<file path="src/rtl/pwr_mission_pkg.sv">
package pwr_mission_pkg;
  localparam int NDOM = 10;

  typedef enum logic [2:0] {
    ST_OUTER    = 3'd0,
    ST_INIT     = 3'd1,
    ST_STANDBY  = 3'd2,
    ST_ACTIVE   = 3'd3,
    ST_MCU_ONLY = 3'd4,
    ST_SOC_ERR  = 3'd5,
    ST_RETAIN   = 3'd6,
    ST_SHUTDOWN = 3'd7
  } mstate_t;

  // domain bit order
  localparam int D_MCU_WAKE = 0;
  localparam int D_MCU_IO   = 1;
  localparam int D_MCU_CORE = 2;
  localparam int D_WAKE0    = 3;
  localparam int D_IO_BANK2 = 4;
  localparam int D_DDR_BIAS = 5;
  localparam int D_DDR_CORE = 6;
  localparam int D_EXT_MEM  = 7;
  localparam int D_MAIN_CPU = 8;
  localparam int D_MAIN_IO  = 9;

  localparam logic [NDOM-1:0] ONE = {{(NDOM-1){1'b0}}, 1'b1};
  localparam logic [NDOM-1:0] MASK_ALL = {NDOM{1'b1}};
  localparam logic [NDOM-1:0] MASK_MCU =
    (ONE << D_MCU_WAKE) | (ONE << D_MCU_IO) | (ONE << D_MCU_CORE);
  localparam logic [NDOM-1:0] MASK_RET_DDR =
    (ONE << D_DDR_BIAS) | (ONE << D_DDR_CORE) | (ONE << D_EXT_MEM);
  localparam logic [NDOM-1:0] MASK_RET_IO =
    (ONE << D_MCU_WAKE) | (ONE << D_MCU_IO) | (ONE << D_WAKE0) | (ONE << D_IO_BANK2);

  function automatic logic [NDOM-1:0] dom_mask(mstate_t s, logic ret_ddr);
    case (s)
      ST_ACTIVE:               return MASK_ALL;
      ST_MCU_ONLY, ST_SOC_ERR: return MASK_MCU;
      ST_RETAIN:               return ret_ddr ? MASK_RET_DDR : MASK_RET_IO;
      default:                 return '0;
    endcase
  endfunction

  function automatic logic drive_on(mstate_t s);
    return (s == ST_ACTIVE) || (s == ST_MCU_ONLY);
  endfunction

  function automatic logic is_mission(mstate_t s);
    return (s == ST_STANDBY) || (s == ST_ACTIVE) || (s == ST_MCU_ONLY) ||
           (s == ST_SOC_ERR) || (s == ST_RETAIN);
  endfunction
endpackage

</file>
<file path="src/rtl/pwr_init_seq.sv">
module pwr_init_seq (
  input  logic clk,
  input  logic rst_n,
  input  logic start,
  output logic done,
  output logic rv_chk_off,
  output logic first_done,
  output logic vmon_mask
);
  localparam int NSTEP = 3;
  localparam int SW = $clog2(NSTEP);

  logic          busy;
  logic [SW-1:0] step;

  assign done = busy && (step == SW'(NSTEP - 1));

  always_ff @(posedge clk) begin
    if (!rst_n) begin
      busy       <= 1'b0;
      step       <= '0;
      rv_chk_off <= 1'b0;
      first_done <= 1'b0;
      vmon_mask  <= 1'b1;
    end else if (start) begin
      busy <= 1'b1;
      step <= '0;
    end else if (busy) begin
      case (step)
        SW'(0): rv_chk_off <= 1'b1;
        SW'(1): first_done <= 1'b1;
        default: begin
          vmon_mask <= 1'b0;
          busy      <= 1'b0;
        end
      endcase
      step <= step + SW'(1);
    end
  end

  AST_INIT_ORDER: assert property (@(posedge clk) disable iff (!rst_n)
    $rose(first_done) |-> rv_chk_off);
  AST_MASK_LAST: assert property (@(posedge clk) disable iff (!rst_n)
    $fell(vmon_mask) |-> first_done && rv_chk_off);
  AST_DONE_ENDS: assert property (@(posedge clk) disable iff (!rst_n)
    done |=> !busy);
endmodule

</file>
<file path="src/rtl/pwr_ret_sel.sv">
module pwr_ret_sel (
  input  logic clk,
  input  logic rst_n,
  input  logic capture,
  input  logic ddr_trig,
  input  logic io_trig,
  output logic ret_req,
  output logic ret_ddr
);
  assign ret_req = ddr_trig | io_trig;

  always_ff @(posedge clk) begin
    if (!rst_n)       ret_ddr <= 1'b0;
    else if (capture) ret_ddr <= ddr_trig;
  end

  AST_DDR_WINS: assert property (@(posedge clk) disable iff (!rst_n)
    capture && ddr_trig && io_trig |=> ret_ddr);
endmodule

</file>
<file path="src/rtl/pwr_dom_decode.sv">
module pwr_dom_decode
  import pwr_mission_pkg::*;
(
  input  mstate_t         state,
  input  logic            ret_ddr,
  output logic [NDOM-1:0] dom_en,
  output logic            en_drv
);
  always_comb begin
    dom_en = dom_mask(state, ret_ddr);
    en_drv = drive_on(state);
  end
endmodule

</file>
<file path="src/rtl/pwr_mission_seq.sv">
module pwr_mission_seq
  import pwr_mission_pkg::*;
#(
  parameter int SHUT_CYC = 4
) (
  input  logic            clk,
  input  logic            rst_n,
  input  logic            supply_ok,
  input  logic            handoff_in,
  input  logic            on_req,
  input  logic            mcu_only_req,
  input  logic            soc_fault,
  input  logic            err_in,
  input  logic            ret_ddr_trig,
  input  logic            ret_io_trig,
  output logic [NDOM-1:0] dom_en,
  output logic            en_drv,
  output logic            rv_chk_off,
  output logic            first_done,
  output logic            vmon_mask,
  output logic            exit_pulse,
  output logic [2:0]      mstate
);
  localparam int CW = $clog2(SHUT_CYC + 1);

  mstate_t       state_q, state_d;
  logic [CW-1:0] shut_cnt;

  // named internal events
  logic fault_hit, init_go, init_done, shut_last, ret_enter, ret_req, ret_ddr;

  assign fault_hit = is_mission(state_q) && (err_in || !supply_ok);
  assign init_go   = (state_q == ST_OUTER) && handoff_in;
  assign shut_last = (state_q == ST_SHUTDOWN) && (shut_cnt == CW'(SHUT_CYC - 1));
  assign ret_enter = (state_q == ST_ACTIVE) && (state_d == ST_RETAIN);

  pwr_init_seq u_init (
    .clk(clk), .rst_n(rst_n), .start(init_go), .done(init_done),
    .rv_chk_off(rv_chk_off), .first_done(first_done), .vmon_mask(vmon_mask)
  );

  pwr_ret_sel u_ret (
    .clk(clk), .rst_n(rst_n), .capture(ret_enter),
    .ddr_trig(ret_ddr_trig), .io_trig(ret_io_trig),
    .ret_req(ret_req), .ret_ddr(ret_ddr)
  );

  pwr_dom_decode u_dec (
    .state(state_q), .ret_ddr(ret_ddr), .dom_en(dom_en), .en_drv(en_drv)
  );

  always_comb begin
    state_d = state_q;
    if (fault_hit) state_d = ST_SHUTDOWN;
    else begin
      case (state_q)
        ST_OUTER:    if (handoff_in) state_d = ST_INIT;
        ST_INIT:     if (init_done) state_d = ST_STANDBY;
        ST_STANDBY:  if (on_req) state_d = ST_ACTIVE;
        ST_ACTIVE: begin
          if (soc_fault)         state_d = ST_SOC_ERR;
          else if (ret_req)      state_d = ST_RETAIN;
          else if (mcu_only_req) state_d = ST_MCU_ONLY;
          else if (!on_req)      state_d = ST_STANDBY;
        end
        ST_MCU_ONLY: begin
          if (soc_fault)          state_d = ST_SOC_ERR;
          else if (!mcu_only_req) state_d = ST_ACTIVE;
        end
        ST_SOC_ERR:  if (!soc_fault) state_d = ST_MCU_ONLY;
        ST_RETAIN:   if (!ret_req) state_d = ST_ACTIVE;
        ST_SHUTDOWN: if (shut_last) state_d = ST_OUTER;
        default:     state_d = ST_OUTER;
      endcase
    end
  end

  always_ff @(posedge clk) begin
    if (!rst_n) begin
      state_q    <= ST_OUTER;
      shut_cnt   <= '0;
      exit_pulse <= 1'b0;
    end else begin
      state_q    <= state_d;
      shut_cnt   <= (state_q == ST_SHUTDOWN) ? shut_cnt + CW'(1) : '0;
      exit_pulse <= shut_last;
    end
  end

  assign mstate = state_q;

  AST_ON_IGNORED_INIT: assert property (@(posedge clk) disable iff (!rst_n)
    state_q == ST_INIT |=> state_q != ST_ACTIVE);
  AST_INIT_LANDS: assert property (@(posedge clk) disable iff (!rst_n)
    (state_q == ST_STANDBY && $past(state_q) == ST_INIT) |->
      (rv_chk_off && first_done && !vmon_mask));
  AST_STBY_DARK: assert property (@(posedge clk) disable iff (!rst_n)
    state_q == ST_STANDBY |-> (dom_en == '0 && !en_drv));
  AST_DRV_MCU: assert property (@(posedge clk) disable iff (!rst_n)
    en_drv |-> ((dom_en & MASK_MCU) == MASK_MCU));
  AST_RET_DRV_LOW: assert property (@(posedge clk) disable iff (!rst_n)
    state_q == ST_RETAIN |-> !en_drv);
  AST_RET_SIZE: assert property (@(posedge clk) disable iff (!rst_n)
    state_q == ST_RETAIN |-> ($countones(dom_en) == (ret_ddr ? 3 : 4)));
  AST_DDR_PRIO: assert property (@(posedge clk) disable iff (!rst_n)
    (state_q == ST_RETAIN && $past(state_q) == ST_ACTIVE && $past(ret_ddr_trig)) |->
      dom_en == MASK_RET_DDR);
  AST_FAULT_SHUT: assert property (@(posedge clk) disable iff (!rst_n)
    fault_hit |=> (state_q == ST_SHUTDOWN && dom_en == '0));
  AST_EXIT_PULSE: assert property (@(posedge clk) disable iff (!rst_n)
    exit_pulse |-> (state_q == ST_OUTER && $past(state_q) == ST_SHUTDOWN));
endmodule

</file>
<file path="config.mk">
export PLATFORM = sky130hd
export DESIGN_NAME = pwr_mission_seq
export DESIGN_NICKNAME = d
export VERILOG_FILES = /design/src/rtl/pwr_mission_pkg.sv /design/src/rtl/pwr_init_seq.sv /design/src/rtl/pwr_ret_sel.sv /design/src/rtl/pwr_dom_decode.sv /design/src/rtl/pwr_mission_seq.sv
export SDC_FILE = /design/constraint.sdc
export NUM_CORES = 1
export LEC_CHECK = 0
export ABC_CLOCK_PERIOD_IN_PS = 2600
export BUFFER_PORTS_ARGS = -buffer_cell sky130_fd_sc_hd__buf_2
export CAP_MARGIN = 20
export CORE_MARGIN = 3
export CORE_UTILIZATION = 50
export DETAILED_ROUTE_END_ITERATION = 16
export GPL_TIMING_DRIVEN = 0
export HOLD_SLACK_MARGIN = 0.02
export PLACE_DENSITY = 0.8
export SETUP_SLACK_MARGIN = 0.05
export SYNTH_ARGS = -nofsm -noshare
export SYNTH_HDL_FRONTEND = slang
export SYNTH_SLANG_ARGS = --single-unit
</file>
<file path="constraint.sdc">
create_clock -name clk -period 2.6 [get_ports clk]
set_input_delay 0.26 -clock clk [delete_from_list [all_inputs] [get_ports clk]]
set_output_delay 0.26 -clock clk [all_outputs]
set_load 0.01 [all_outputs]
</file>
Word-level counts from Yosys, hierarchy flattened
Cells that the tools add are included.
Storage, ports and cells
  word-level logic and storage cells: 66
  input bits: 10
  output and inout port bits: 18
  flip-flop bits (word level): 14
Operators by class
  equal/unequal tests: 11
  add/sub/neg operators: 2
  mux-type cells: 19
  bitwise gates (word level): 4
  reduce and logical (&&, ||, !) cells: 21
Operators by type and width (count)
  $mux 3: 13
  $pmux 10 s3: 1
  $pmux 3 s8: 1
  $eq 3x3->1 const B: 5
  $eq 3x2->1 const B: 3
  $reduce_and 3->1: 3
  $mux 8: 1
  $logic_or 1x1->1: 6
  $reduce_or 2->1: 3
  $logic_and 1x1->1: 5
  $add 3x1->3 const B: 1
  $eq 3x1->1 const B: 1
  $logic_not 3->1: 1
  $mux 1: 3
  $not 1->1: 3
  $add 2x1->2 const B: 1
  $eq 2x1->1 const B: 1
  $eq 2x2->1 const B: 1
  $logic_not 2->1: 1
  $reduce_and 2->1: 1
  $logic_not 1->1: 1
  $or 1x1->1: 1

Depth between registers and ports, before layout
  depth in word-level cells: 9
  depth in mapped cells: 8
  depth with buffers taken out: 7

By module
A second synthesis with hierarchy kept.
Second synthesis, totals
  cells, all modules: 109
  area total of the unflattened synthesis: 919.6 µm²
By module, submodules not included
  pwr_mission_seq: instances 1, seq. area each 140.1 µm², cells each 61, area an instance 481.7 µm²
  pwr_init_seq: instances 1, seq. area each 120.1 µm², cells each 26, area an instance 275.3 µm²
  pwr_dom_decode: instances 1, seq. area each 0.0 µm², cells each 18, area an instance 120.1 µm²
  pwr_ret_sel: instances 1, seq. area each 20.0 µm², cells each 4, area an instance 42.5 µm²

Worst setup path after synthesis
OpenSTA, ideal clock, no wires.
  path type: reg-to-reg
  from: register state_q[2] (netlist: mstate[2])
  to: register state_q[0] (netlist: mstate[0])
  path buffers: 1
  data required time: 2.476 ns
  cell stages (with the launch flop): 7
  library setup time: 0.124 ns
  path slack: 0.637 ns
  period minus slack after synthesis: 1.963 ns
  arrival time: 1.839 ns
  path through: dfxtp_1 > buf_2 > inv_2 > ha_1 > or4_1 > o41ai_1 > nor2_1
Between the ends
  word-level cells in the longest chain between the ends: 7
  elaborated cells between the ends (all ways): 17
  classes of those cells: eq/ne (7); mux (3); reduce/logical (7)
RTL lines
  start: declaration: line pwr_mission_seq.sv:26  | mstate_t state_q, state_d;
  start signal: assignment: line pwr_mission_seq.sv:84  | state_q <= state_d;
  parallel branches: the longest is 6 deep, another holds $pmux 3 s8
  $mux 3 *: line pwr_mission_seq.sv:54  | if (fault_hit) state_d = ST_SHUTDOWN;
Every way passes the cells marked *.
A chain may end at the register's enable or synchronous reset.

Worst setup path in the final report
  from: register state_q[2] (netlist: mstate[2])
  to: register u_ret.ret_ddr
Between the ends
  word-level cells in the longest chain between the ends: 9
  elaborated cells between the ends (all ways): 30
  classes of those cells: eq/ne (8); mux (14); reduce/logical (8)
RTL lines
  parallel branches: the longest is 8 deep, another holds $pmux 3 s8
  $logic_and 1x1->1 *: line pwr_mission_seq.sv:35  | assign ret_enter = (state_q == ST_ACTIVE) && (state_d == ST_RETAIN);
  end signal: assignment: line pwr_ret_sel.sv:14  | else if (capture) ret_ddr <= ddr_trig;
  end: declaration: line pwr_ret_sel.sv:8  | output logic ret_ddr
Marks and branches as above.

==> impl_metrics.toml <==
[placed_design]
portBuffers = 27
gp_congestion = 0.9077
hpwl_mm = 1.777
place_area_um2 = 1117

[critical_path]
crit_family = "simple AND/OR/NAND/NOR gates"
slowest_stage = "dfxtp_1"
crit_type = "flop to flop"
cp_max_fo = 10
crit_chain = "buf_2, inv_2, ha_1, nor4_1, nand2_1, o2111a_1, nor4_4, mux2i_1"
end_kind = "flop"
worst-path-buf-inv = 2
worstPathArrival_ns = 2.37
cpPeakStageDelay_ns = 0.48
cp.required_ns = 2.82
start_kind = "flop"

[routing]
vias_per_cell = 5.291
wl_per_cell_um = 12.95
drc_errors = 0
drtPass1Iterations = 4
wl_mm = 2.227
drt-initial-drc-count = 23
vias = 910
ant_nets = 0

[logic_synthesis]
synthFlopType = "dfxtp_1"
synth_common_cells = "dfxtp_1 (14), nor2_1 (14), nand2_1 (10), a21oi_1 (8), ha_1 (8)"
synth_top_area_frac = 0.2947
ys_seq_elements = 14
netlist_instances = 116
yosysSeqAreaShare = 0.2947
syn_area_um2 = 950.9
syn_nets = 134
yosysWarnings = 0
synth_area_per_cell_um2 = 8.198
yosysUniqueCellTypes = 41
yosysTopAreaCell = "dfxtp_1"
synthArstFlopShare = 0
synthTopCellsByArea = "dfxtp_1 (29%), ha_1 (11%), nor2_1 (5.5%)"
synth_edf_count = 0

[worst_hold_path]
hold_path_class = "input pin to flop"

[clock_tree]
ctsLongestPathBuffers = 2
cts_made_buffers = 3
root_buffer = "clkbuf_4"
clkTransAtPathRegs_ns = 0.09
ctsHoldBuffers = 0
post_cts_buffers = 0
clk_latency_ns = 0.28
cts_tree = "built"
htreeDepth = 1
clock_sinks = 14
cts_resized = 0

[floorplanning]
die_h_um = 49.61
io_pins = 28
rows = 15
die_area_um2 = 2461
core_region_area_um2 = 1764
fp.dieW_um = 49.61
start_util = 0.5390

[global_route]
use_met1 = 0.2680
use_met3 = 0.04230
grt_busiest_layer = "met2"
grt_pass1_vias = 875
antenna_found_initial = 0
grt_overflow = 0
grt.total_usage = 0.1981
grt_max_degree = 11
use_met2 = 0.3084
grt_first_pass_wirelength_mm = 3.884

[job]
max-cap-violations = 0

[sta]
fin_hold_ws_ns = 0.2369
max_freq_mhz = 463.7
period_share = 0.8294
hold_viol_final = 0
worst_slew_pin_slew_ns = 0.5328
rsz0062_at_grt = "no"
setup_viol = 0
fin_crit_ns = 2.157
final-max-slew-violation-count = 0
fin_setup_tns_ns = 0
skew_ns = 0.002514
relSlewSlack = 0.6448

[power]
pwr_density_cell_nw_per_um2 = 852.1
leakage_nw = 0.5474
peakVddDrop_uv = 491.2

[finish]
fillers = 169
drive_gt1_frac = 0.2857
multiInputGateArea_um2 = 581.8
final_area_um2 = 1154
antenna_cells = 0
nNetsFinal = 166
regArea_um2 = 280.3
area.growth.synth_to_final_pct = 21.32

[status]
status = "finished, final reports clean"
==> flip-flops by register name, indices dropped and copies added (netlist names) <==
| name | cells |
|---|---|
| u_init.busy | 1 |
| u_init.vmon_mask | 1 |
| u_init.rv_chk_off | 1 |
| u_init.first_done | 1 |
| u_init.step | 2 |
| u_ret.ret_ddr | 1 |
| shut_cnt | 3 |
| exit_pulse | 1 |
| mstate | 3 |
==> through the flow <==
stage,utilization,power [W],cells,worst slack (ns)
6_report,0.6539,0.0009830,172,0.4435
5_1_grt,0.6539,0.001068,172,0.1790
4_1_cts,0.6539,0.0009880,172,0.4418
3_5_place_dp,0.6333,0.0008275,168,0.4493
3_3_place_gp,0.6333,0.0008167,168,0.5014
2_1_floorplan,-,0.0006762,116,0.6369
==> metal layers <==
metal	vias up	share of wire
li1	467	-
met1	415	0.48
met2	24	0.47
met3	4	0.044
met4	0	0.011
met5	-	0
==> worst paths after layout <==
kind | start | endpoint | slack (ns) | cells after the start
setup reg to reg | mstate[2]$_SDFF_PN0_ | u_ret.ret_ddr$_SDFFE_PN0P_ | 0.44 | 8
hold / removal | ret_ddr_trig | u_ret.ret_ddr$_SDFFE_PN0P_ | 0.24 | 3
setup / recovery | mstate[2]$_SDFF_PN0_ | u_ret.ret_ddr$_SDFFE_PN0P_ | 0.44 | 8
hold reg to reg | shut_cnt[0]$_SDFF_PN0_ | shut_cnt[0]$_SDFF_PN0_ | 0.44 | 1
==> cells by family after synthesis <==
kind of cell / Yosys count / synth area share
fa+ha+maj: 8 / 0.1053
buf+inv: 18 / 0.09343
compound gates: 27 / 0.2079
flops: 14 / 0.2947
xor+xnor: 2 / 0.01842
mux: 3 / 0.03158
simple gates: 44 / 0.2487
==> where the power goes <==
part	switching (W)	total, W	internal (W)
combinational	0.000302	0.000531	0.000229
clock	0.0000738	0.000159	0.0000851
sequential	0.0000431	0.000293	0.000250
total	0.000419	0.000983	0.000564
==> worst register-to-register path, stage by stage, from the launching register on <==
cell      delay (ns)
dfxtp_1         0.48
buf_2           0.30
inv_2           0.08
ha_1            0.21
nor4_1          0.39
nand2_1         0.11
o2111a_1        0.19
nor4_4          0.15
mux2i_1         0.20
==> cell usage in the layout, fill, tap and decap left out, drive strengths merged, types with 2 or more instances in the layout <==
master / n
dfxtp: 14
nand3: 2
a32o: 2
a21o: 2
nand3b: 2
o21ai: 2
nor2b: 2
inv: 8
nor2: 14
and2: 3
clkbuf: 7
a21oi: 8
buf: 34
a21boi: 3
nor4: 3
ha: 8
nand2: 10
mux2i: 3
xnor2: 2
==> area by class of cell <==
type | count | share of cell area
Buffer | 10 | 0.05098
Sequential cell | 14 | 0.2429
Tap cell | 25 | 0.02711
Inverter | 8 | 0.02603
Timing Repair Buffer | 27 | 0.1171
Clock buffer | 4 | 0.03145
Multi-Input combinational cell | 84 | 0.5043
Power figures use the tool's default switching activity.
